**config.mk**
```make
export PLATFORM = sky130hd
export DESIGN_NAME = page_xlate_top
export DESIGN_NICKNAME = d
export VERILOG_FILES = /design/src/rtl/pt_pkg.sv /design/src/rtl/pt_lru.sv /design/src/rtl/pt_tlb.sv /design/src/rtl/pt_walk.sv /design/src/rtl/page_xlate_top.sv
export SDC_FILE = /design/constraint.sdc
export NUM_CORES = 2
export LEC_CHECK = 0
export BUFFER_PORTS_ARGS = -buffer_cell sky130_fd_sc_hd__buf_2
export CORE_ASPECT_RATIO = 0.8
export CORE_MARGIN = 2
export CORE_UTILIZATION = 66
export CTS_BUF_LIST = sky130_fd_sc_hd__clkbuf_4 sky130_fd_sc_hd__clkbuf_8 sky130_fd_sc_hd__clkbuf_16
export CTS_CLUSTER_SIZE = 20
export DETAILED_ROUTE_END_ITERATION = 6
export GPL_ROUTABILITY_DRIVEN = 1
export PLACE_DENSITY = 0.83
export SLEW_MARGIN = 10
export SYNTH_ARGS = -nofsm -noshare
export SYNTH_HDL_FRONTEND = slang
export SYNTH_SLANG_ARGS = --single-unit
```
**constraint.sdc**
```tcl
create_clock -name clk -period 20.6 [get_ports clk]
set_input_delay 2.06 -clock clk [delete_from_list [all_inputs] [get_ports clk]]
set_output_delay 2.06 -clock clk [all_outputs]
set_load 0.05 [all_outputs]
```
**src/rtl/pt_pkg.sv**
```systemverilog
package pt_pkg;
    localparam int LA_W     = 32;
    localparam int OFF_W    = 12;
    localparam int IDX_W    = 10;
    localparam int PPN_W    = LA_W - OFF_W;
    localparam int VPN_W    = 2 * IDX_W;
    localparam int ENT_W    = 32;
    localparam int CACHE_N  = 32;

    typedef enum logic [2:0] {
        ST_IDLE,
        ST_CHECK,
        ST_DIR_RD,
        ST_DIR_WT,
        ST_TBL_RD,
        ST_TBL_WT
    } walk_st_e;

    typedef struct packed {
        logic [IDX_W-1:0] dir;
        logic [IDX_W-1:0] tbl;
        logic [OFF_W-1:0] off;
    } lin_addr_t;

    // frame base plus four bytes per index
    function automatic logic [LA_W-1:0] entry_addr(input logic [PPN_W-1:0] frame,
                                                   input logic [IDX_W-1:0] idx);
        return {frame, idx, 2'b00};
    endfunction

    function automatic logic entry_present(input logic [ENT_W-1:0] e);
        return e[0];
    endfunction
endpackage

```
**src/rtl/pt_lru.sv**
```systemverilog
module pt_lru #(
    parameter int N  = 32,
    localparam int AW = $clog2(N)
) (
    input  logic          clk,
    input  logic          rst,
    input  logic [N-1:0]  valid,
    input  logic          touch_en,
    input  logic [AW-1:0] touch_idx,
    output logic [AW-1:0] victim
);
    logic [AW-1:0] age_q [N];
    logic [AW-1:0] free_idx, old_idx;
    logic          have_free;

    always_ff @(posedge clk) begin
        if (rst) begin
            for (int i = 0; i < N; i++) age_q[i] <= AW'(i);
        end else if (touch_en) begin
            for (int i = 0; i < N; i++) begin
                if (touch_idx == AW'(i))
                    age_q[i] <= '0;
                else if (age_q[i] < age_q[touch_idx])
                    age_q[i] <= age_q[i] + 1'b1;
            end
        end
    end

    always_comb begin
        free_idx  = '0;
        have_free = 1'b0;
        for (int i = N - 1; i >= 0; i--) begin
            if (!valid[i]) begin
                free_idx  = AW'(i);
                have_free = 1'b1;
            end
        end
        old_idx = '0;
        for (int i = 0; i < N; i++) begin
            if (age_q[i] == AW'(N - 1)) old_idx = AW'(i);
        end
        victim = have_free ? free_idx : old_idx;
    end
endmodule

```
**src/rtl/pt_tlb.sv**
```systemverilog
module pt_tlb #(
    parameter int N      = 32,
    parameter int TAG_W  = 20,
    parameter int DATA_W = 20,
    localparam int IW = $clog2(N)
) (
    input  logic              clk,
    input  logic              rst,
    input  logic              flush,
    input  logic [TAG_W-1:0]  lk_tag,
    output logic              lk_hit,
    output logic [DATA_W-1:0] lk_data,
    input  logic              touch_en,
    input  logic              fill_en,
    input  logic [DATA_W-1:0] fill_data
);
    logic [N-1:0]        valid_q;
    logic [TAG_W-1:0]    tag_q  [N];
    logic [DATA_W-1:0]   data_q [N];
    logic [N-1:0]        hit_vec;
    logic [IW-1:0]       lk_idx, victim, lru_idx;
    logic                lru_touch;

    generate
        for (genvar g = 0; g < N; g++) begin : g_match
            assign hit_vec[g] = valid_q[g] && (tag_q[g] == lk_tag);
        end
    endgenerate

    always_comb begin
        lk_hit  = 1'b0;
        lk_idx  = '0;
        lk_data = '0;
        for (int i = 0; i < N; i++) begin
            if (hit_vec[i]) begin
                lk_hit  = 1'b1;
                lk_idx  = IW'(i);
                lk_data = data_q[i];
            end
        end
    end

    assign lru_touch = !flush && (fill_en || touch_en);
    assign lru_idx   = fill_en ? victim : lk_idx;

    always_ff @(posedge clk) begin
        if (rst || flush) valid_q <= '0;
        else if (fill_en) valid_q[victim] <= 1'b1;
    end

    always_ff @(posedge clk) begin
        if (fill_en && !flush) begin
            tag_q[victim]  <= lk_tag;
            data_q[victim] <= fill_data;
        end
    end

    pt_lru #(.N(N)) u_lru (
        .clk       (clk),
        .rst       (rst),
        .valid     (valid_q),
        .touch_en  (lru_touch),
        .touch_idx (lru_idx),
        .victim    (victim)
    );
endmodule

```
**src/rtl/pt_walk.sv**
```systemverilog
module pt_walk
    import pt_pkg::*;
(
    input  logic             clk,
    input  logic             rst,
    input  logic             paging_en,
    input  logic [LA_W-1:0]  root_base,
    input  logic             req_valid,
    output logic             req_ready,
    input  logic [LA_W-1:0]  req_lin,
    output logic             rsp_valid,
    output logic [LA_W-1:0]  rsp_phys,
    output logic             rsp_fault,
    output logic             mem_req,
    output logic [LA_W-1:0]  mem_addr,
    input  logic             mem_rvalid,
    input  logic [ENT_W-1:0] mem_rdata,
    output logic [VPN_W-1:0] lk_tag,
    input  logic             lk_hit,
    input  logic [PPN_W-1:0] lk_ppn,
    output logic             touch_en,
    output logic             fill_en,
    output logic [PPN_W-1:0] fill_ppn
);
    walk_st_e         st_q;
    lin_addr_t        cur_q;
    logic             bypass_q;
    logic [PPN_W-1:0] frame_q;
    logic             rsp_v_q, rsp_f_q;
    logic [LA_W-1:0]  rsp_p_q;
    logic             rd_ok;

    assign rd_ok     = entry_present(mem_rdata);
    assign req_ready = (st_q == ST_IDLE);
    assign mem_req   = (st_q == ST_DIR_RD) || (st_q == ST_TBL_RD);
    assign mem_addr  = (st_q == ST_TBL_RD) ? entry_addr(frame_q, cur_q.tbl)
                                           : entry_addr(root_base[LA_W-1:OFF_W], cur_q.dir);
    assign lk_tag    = {cur_q.dir, cur_q.tbl};
    assign touch_en  = (st_q == ST_CHECK) && !bypass_q && lk_hit;
    assign fill_en   = (st_q == ST_TBL_WT) && mem_rvalid && rd_ok;
    assign fill_ppn  = mem_rdata[ENT_W-1:OFF_W];

    assign rsp_valid = rsp_v_q;
    assign rsp_fault = rsp_f_q;
    assign rsp_phys  = rsp_p_q;

    always_ff @(posedge clk) begin
        if (rst) begin
            st_q     <= ST_IDLE;
            cur_q    <= '0;
            bypass_q <= 1'b0;
            frame_q  <= '0;
            rsp_v_q  <= 1'b0;
            rsp_f_q  <= 1'b0;
            rsp_p_q  <= '0;
        end else begin
            rsp_v_q <= 1'b0;
            rsp_f_q <= 1'b0;
            case (st_q)
                ST_IDLE: begin
                    if (req_valid) begin
                        cur_q    <= lin_addr_t'(req_lin);
                        bypass_q <= !paging_en;
                        st_q     <= ST_CHECK;
                    end
                end
                ST_CHECK: begin
                    if (bypass_q) begin
                        rsp_v_q <= 1'b1;
                        rsp_p_q <= LA_W'(cur_q);
                        st_q    <= ST_IDLE;
                    end else if (lk_hit) begin
                        rsp_v_q <= 1'b1;
                        rsp_p_q <= {lk_ppn, cur_q.off};
                        st_q    <= ST_IDLE;
                    end else begin
                        st_q <= ST_DIR_RD;
                    end
                end
                ST_DIR_RD: st_q <= ST_DIR_WT;
                ST_DIR_WT: begin
                    if (mem_rvalid) begin
                        if (!rd_ok) begin
                            rsp_v_q <= 1'b1;
                            rsp_f_q <= 1'b1;
                            rsp_p_q <= '0;
                            st_q    <= ST_IDLE;
                        end else begin
                            frame_q <= mem_rdata[ENT_W-1:OFF_W];
                            st_q    <= ST_TBL_RD;
                        end
                    end
                end
                ST_TBL_RD: st_q <= ST_TBL_WT;
                ST_TBL_WT: begin
                    if (mem_rvalid) begin
                        rsp_v_q <= 1'b1;
                        st_q    <= ST_IDLE;
                        if (!rd_ok) begin
                            rsp_f_q <= 1'b1;
                            rsp_p_q <= '0;
                        end else begin
                            rsp_p_q <= {mem_rdata[ENT_W-1:OFF_W], cur_q.off};
                        end
                    end
                end
                default: st_q <= ST_IDLE;
            endcase
        end
    end
endmodule

```
**src/rtl/page_xlate_top.sv**
```systemverilog
module page_xlate_top
    import pt_pkg::*;
(
    input  logic             clk,
    input  logic             rst,
    input  logic             paging_en,
    input  logic [31:0]      root_base,
    input  logic             flush,
    input  logic             req_valid,
    output logic             req_ready,
    input  logic [31:0]      req_lin,
    output logic             rsp_valid,
    output logic [31:0]      rsp_phys,
    output logic             rsp_fault,
    output logic             mem_req,
    output logic [31:0]      mem_addr,
    input  logic             mem_rvalid,
    input  logic [31:0]      mem_rdata
);
    logic [VPN_W-1:0] lk_tag;
    logic             lk_hit;
    logic [PPN_W-1:0] lk_ppn;
    logic             touch_en;
    logic             fill_en;
    logic [PPN_W-1:0] fill_ppn;

    pt_walk u_walk (
        .clk        (clk),
        .rst        (rst),
        .paging_en  (paging_en),
        .root_base  (root_base),
        .req_valid  (req_valid),
        .req_ready  (req_ready),
        .req_lin    (req_lin),
        .rsp_valid  (rsp_valid),
        .rsp_phys   (rsp_phys),
        .rsp_fault  (rsp_fault),
        .mem_req    (mem_req),
        .mem_addr   (mem_addr),
        .mem_rvalid (mem_rvalid),
        .mem_rdata  (mem_rdata),
        .lk_tag     (lk_tag),
        .lk_hit     (lk_hit),
        .lk_ppn     (lk_ppn),
        .touch_en   (touch_en),
        .fill_en    (fill_en),
        .fill_ppn   (fill_ppn)
    );

    pt_tlb #(.N(CACHE_N), .TAG_W(VPN_W), .DATA_W(PPN_W)) u_tlb (
        .clk       (clk),
        .rst       (rst),
        .flush     (flush),
        .lk_tag    (lk_tag),
        .lk_hit    (lk_hit),
        .lk_data   (lk_ppn),
        .touch_en  (touch_en),
        .fill_en   (fill_en),
        .fill_data (fill_ppn)
    );
endmodule

```
==> results.tsv <==
metric	value	unit
CP Class	reg -> reg	
Mean Syn Cell Area	12.8	um^2
Cell Int Power	0.00525	W
failing checks	DRC	
DRC viols	7	
clk buf depth	3	
startpoint class of the critical path	flop	
Total Neg Setup Slack	0	ns
IO buf count	144	
Max VDD drop	94.0	uV
DP HPWL	122000	um
Worst-Skew Late Latency	0.81	ns
unrepaired setup endpoints after global routing	false	
Die X	377	um
ys async rst share	0	%
Mapped Area	73500	um^2
first-pass GRT wire length	291000	um
H-tree depth	4	
post-synth cell types	97	
pin count of the biggest net entering global routing	81	
pwr dens	86.2	nW/um^2
Critical Path Fanout Max	51	
Setup crit end kind	flop	
I/O pin total	170	
nets	6165	
routability cong.	0.930	
multi-input logic area	26100	um^2
number of max-cap violations	0	
layout cells sized above 1	12.3	%
1st-pass router iterations	7	
Leakage Power	27.8	nW
top post-synthesis cells by count	edfxtp_1 (1440), xnor2_1 (505), a21oi_1 (351)	
Fin. Hold Viols	0	
Detailed Route WL	194000	um
Slew headroom	22.0	%
Mapped Cells	5745	
Util after Layout	73.1	%
Net Sw Frac	24.5	%
Post-CTS Resized	0	
Fill cells	6816	
ANT nets after route	0	
top_reg_cell synth	edfxtp_1	
Reg clk slew, reported paths	0.06	ns
Vias per Instance	6.81	
clock skew	0.0514	ns
Clock power frac	39.6	%
Die Ht	302	um
Max Slew Vio Count	0	
Max Freq	106	MHz
combinational fraction of design power	9.1	%
Post CTS Setup Buffer Count	0	
EDFF count, synth	1440	
total core area	110000	um^2
Setup violations, final	0	
CTS tree	done	
wire per inst	26.1	um
sequential cell area	45800	um^2
share of power burned in registers	51.3	%
Root Driver	clkbuf_16	
Hold/Removal Path Class	reg -> reg	
Synth warnings	0	
starting density of the core	66.5	%
sequential element share of the synthesized area	62.1	%
DRT iter0 DRCs	7347	
vias in the first global route	48900	
die footprint	114000	um^2
Psw	0.00170	W
outcome	complete, but fails checks	
area delta synth->final	9.89	%
Sink Count	1562	
most common cell in the netlist	edfxtp_1	
hold_buf cts	0	
area leader, netlist	edfxtp_1	
Tmin final	9.44	ns
initial antenna violation count	1	
total CTS buffers	147	
worst slew pin tran	1.17	ns
share of the synthesized area in the top cell type	58.8	%
Critical Path RT	21.08	ns
total global routing overflow	0	
Core Rows	109	
crit share post-route	45.8	%
via count	50700	
register bit total from synthesis	1562	
Worst EP arrival	9.92	ns
GR Util All Layers	33.7	%
Synth area leaders	edfxtp_1 (59%), xnor2_1 (6.0%), dfxtp_1 (3.3%)	
final cells by class:
class                           count  area share, %
Antenna cell                        1        0.00310
Clock inverter                     83           1.01
Clock buffer                      188           5.05
Timing Repair Buffer              280           2.16
Tap cell                         1443           2.24
Sequential cell                  1562           56.6
Multi-Input combinational cell   3744           32.3
Inverter                          137          0.637
power by group through the flow:
| stage | logic, W | clock network, W | registers (W) |
|---|---|---|---|
| 2_1_floorplan | 0.000412 | 0 | 0.00364 |
| 3_3_place_gp | 0.000592 | 0 | 0.00363 |
| 3_5_place_dp | 0.000614 | 0 | 0.00363 |
| 4_1_cts | 0.000622 | 0.00276 | 0.00357 |
| 5_1_grt | 0.000675 | 0.00288 | 0.00357 |
| 6_report | 0.000634 | 0.00276 | 0.00357 |
final timing paths:
kind         slack [ns]                            start  cells past startpoint                                     end
max               11.16    u_walk.lk_tag[3]$_SDFFE_PP0P_                     24  u_tlb.u_lru.age_q[29][4]$_SDFFCE_PP1P_
min                0.45  u_walk.rsp_phys[8]$_SDFFE_PP0P_                      2         u_walk.rsp_phys[8]$_SDFFE_PP0P_
max reg2reg       11.16    u_walk.lk_tag[3]$_SDFFE_PP0P_                     24  u_tlb.u_lru.age_q[29][4]$_SDFFCE_PP1P_
min reg2reg        0.45  u_walk.rsp_phys[8]$_SDFFE_PP0P_                      2         u_walk.rsp_phys[8]$_SDFFE_PP0P_
layout by cell type (no fill, tap or decap), types with 44 or more instances in the layout:
cell type  netlist  layout
a211oi_1        69      69
a21o_1          59      59
a21oi_1        351     348
a31oi_1         59      56
and3_1          83      83
and4_1          44      44
buf_2           47     143
buf_4           34     136
clkbuf_16        0     150
dfxtp_1        122     102
edfxtp_1      1440    1440
ha_1           191     191
inv_1          136     136
mux2_2          52      52
mux2i_1         73      73
nand2_1        309     308
nand2b_1        51      51
nand3_1        157     156
nand4_1        201     201
nor2_1         329     316
nor2b_1         65      65
nor3_1          67      55
nor4_1          92      89
o21ai_0        207     206
xnor2_1        505     505
xor2_1         198     198
routing by layer:
metal | up-vias | GRT usage [%] | wire (um)
met5 | - | 0 | 0
met4 | 0 | 15.6 | 8360
met3 | 573 | 5.59 | 21400
met2 | 3401 | 53.5 | 90800
met1 | 24700 | 46.2 | 73500
li1 | 22000 | - | -
kinds of logic (layout without fill, tap and decap cells):
logic type	after synthesis	after routing	share of synthesized area, %
xor gates and xnor gates	704	704	8.40
muxes	129	129	1.91
adders and majority gates	191	191	3.25
and+or+nand+nor	1584	1584	11.5
buffers and inverters	440	688	2.77
AOI/OAI and AO/OA	1134	1134	10.1
DFF	1562	1562	62.1
other	1	3	0.00510
sequential cells by signal, summed over array words and instances, names as in the netlist:
name,count
u_tlb.data_q,640
u_tlb.tag_q,640
u_tlb.u_lru.age_q,160
u_tlb.valid_q,32
u_walk.bypass_q,1
u_walk.cur_q,12
u_walk.frame_q,20
u_walk.lk_tag,20
u_walk.rsp_fault,1
u_walk.rsp_phys,32
u_walk.rsp_valid,1
u_walk.st_q,3
critical path, cell delays in order, from the launching register on:
cell and delay, ns:
dfxtp_4 0.58, buf_4 0.50, buf_4 0.48, xor2_1 0.16
or4b_1 0.48, nor4_1 0.75, a211oi_1 0.19, o221ai_1 0.51
a211oi_2 0.28, nor2_4 0.12, buf_4 0.47, buf_4 0.69
inv_2 0.32, nor2_1 0.17, o311ai_0 0.31, a31oi_4 0.68
buf_4 0.46, ha_1 0.31, a21o_1 0.17, a21oi_1 0.14
nor2b_1 0.08, nor4_1 0.24, o21ai_0 0.23, o21ai_1 0.40
a211o_1 0.29
metrics by stage:
| step | setup slack [ns] | instance area, um^2 | hold WS (ns) | total power (W) | cells |
|---|---|---|---|---|---|
| floorplan | 12.32 | 73500 | 0.433 | 0.00405 | 5746 |
| global placement | 11.54 | 75900 | 0.436 | 0.00422 | 7166 |
| detailed placement | 11.37 | 75900 | 0.443 | 0.00425 | 7166 |
| CTS | 11.36 | 80800 | 0.450 | 0.00695 | 7437 |
| global route | 10.89 | 80800 | 0.460 | 0.00712 | 7437 |
| finish | 11.16 | 80800 | 0.451 | 0.00696 | 7438 |
Note: power is estimated with default switching activity, not from simulation.
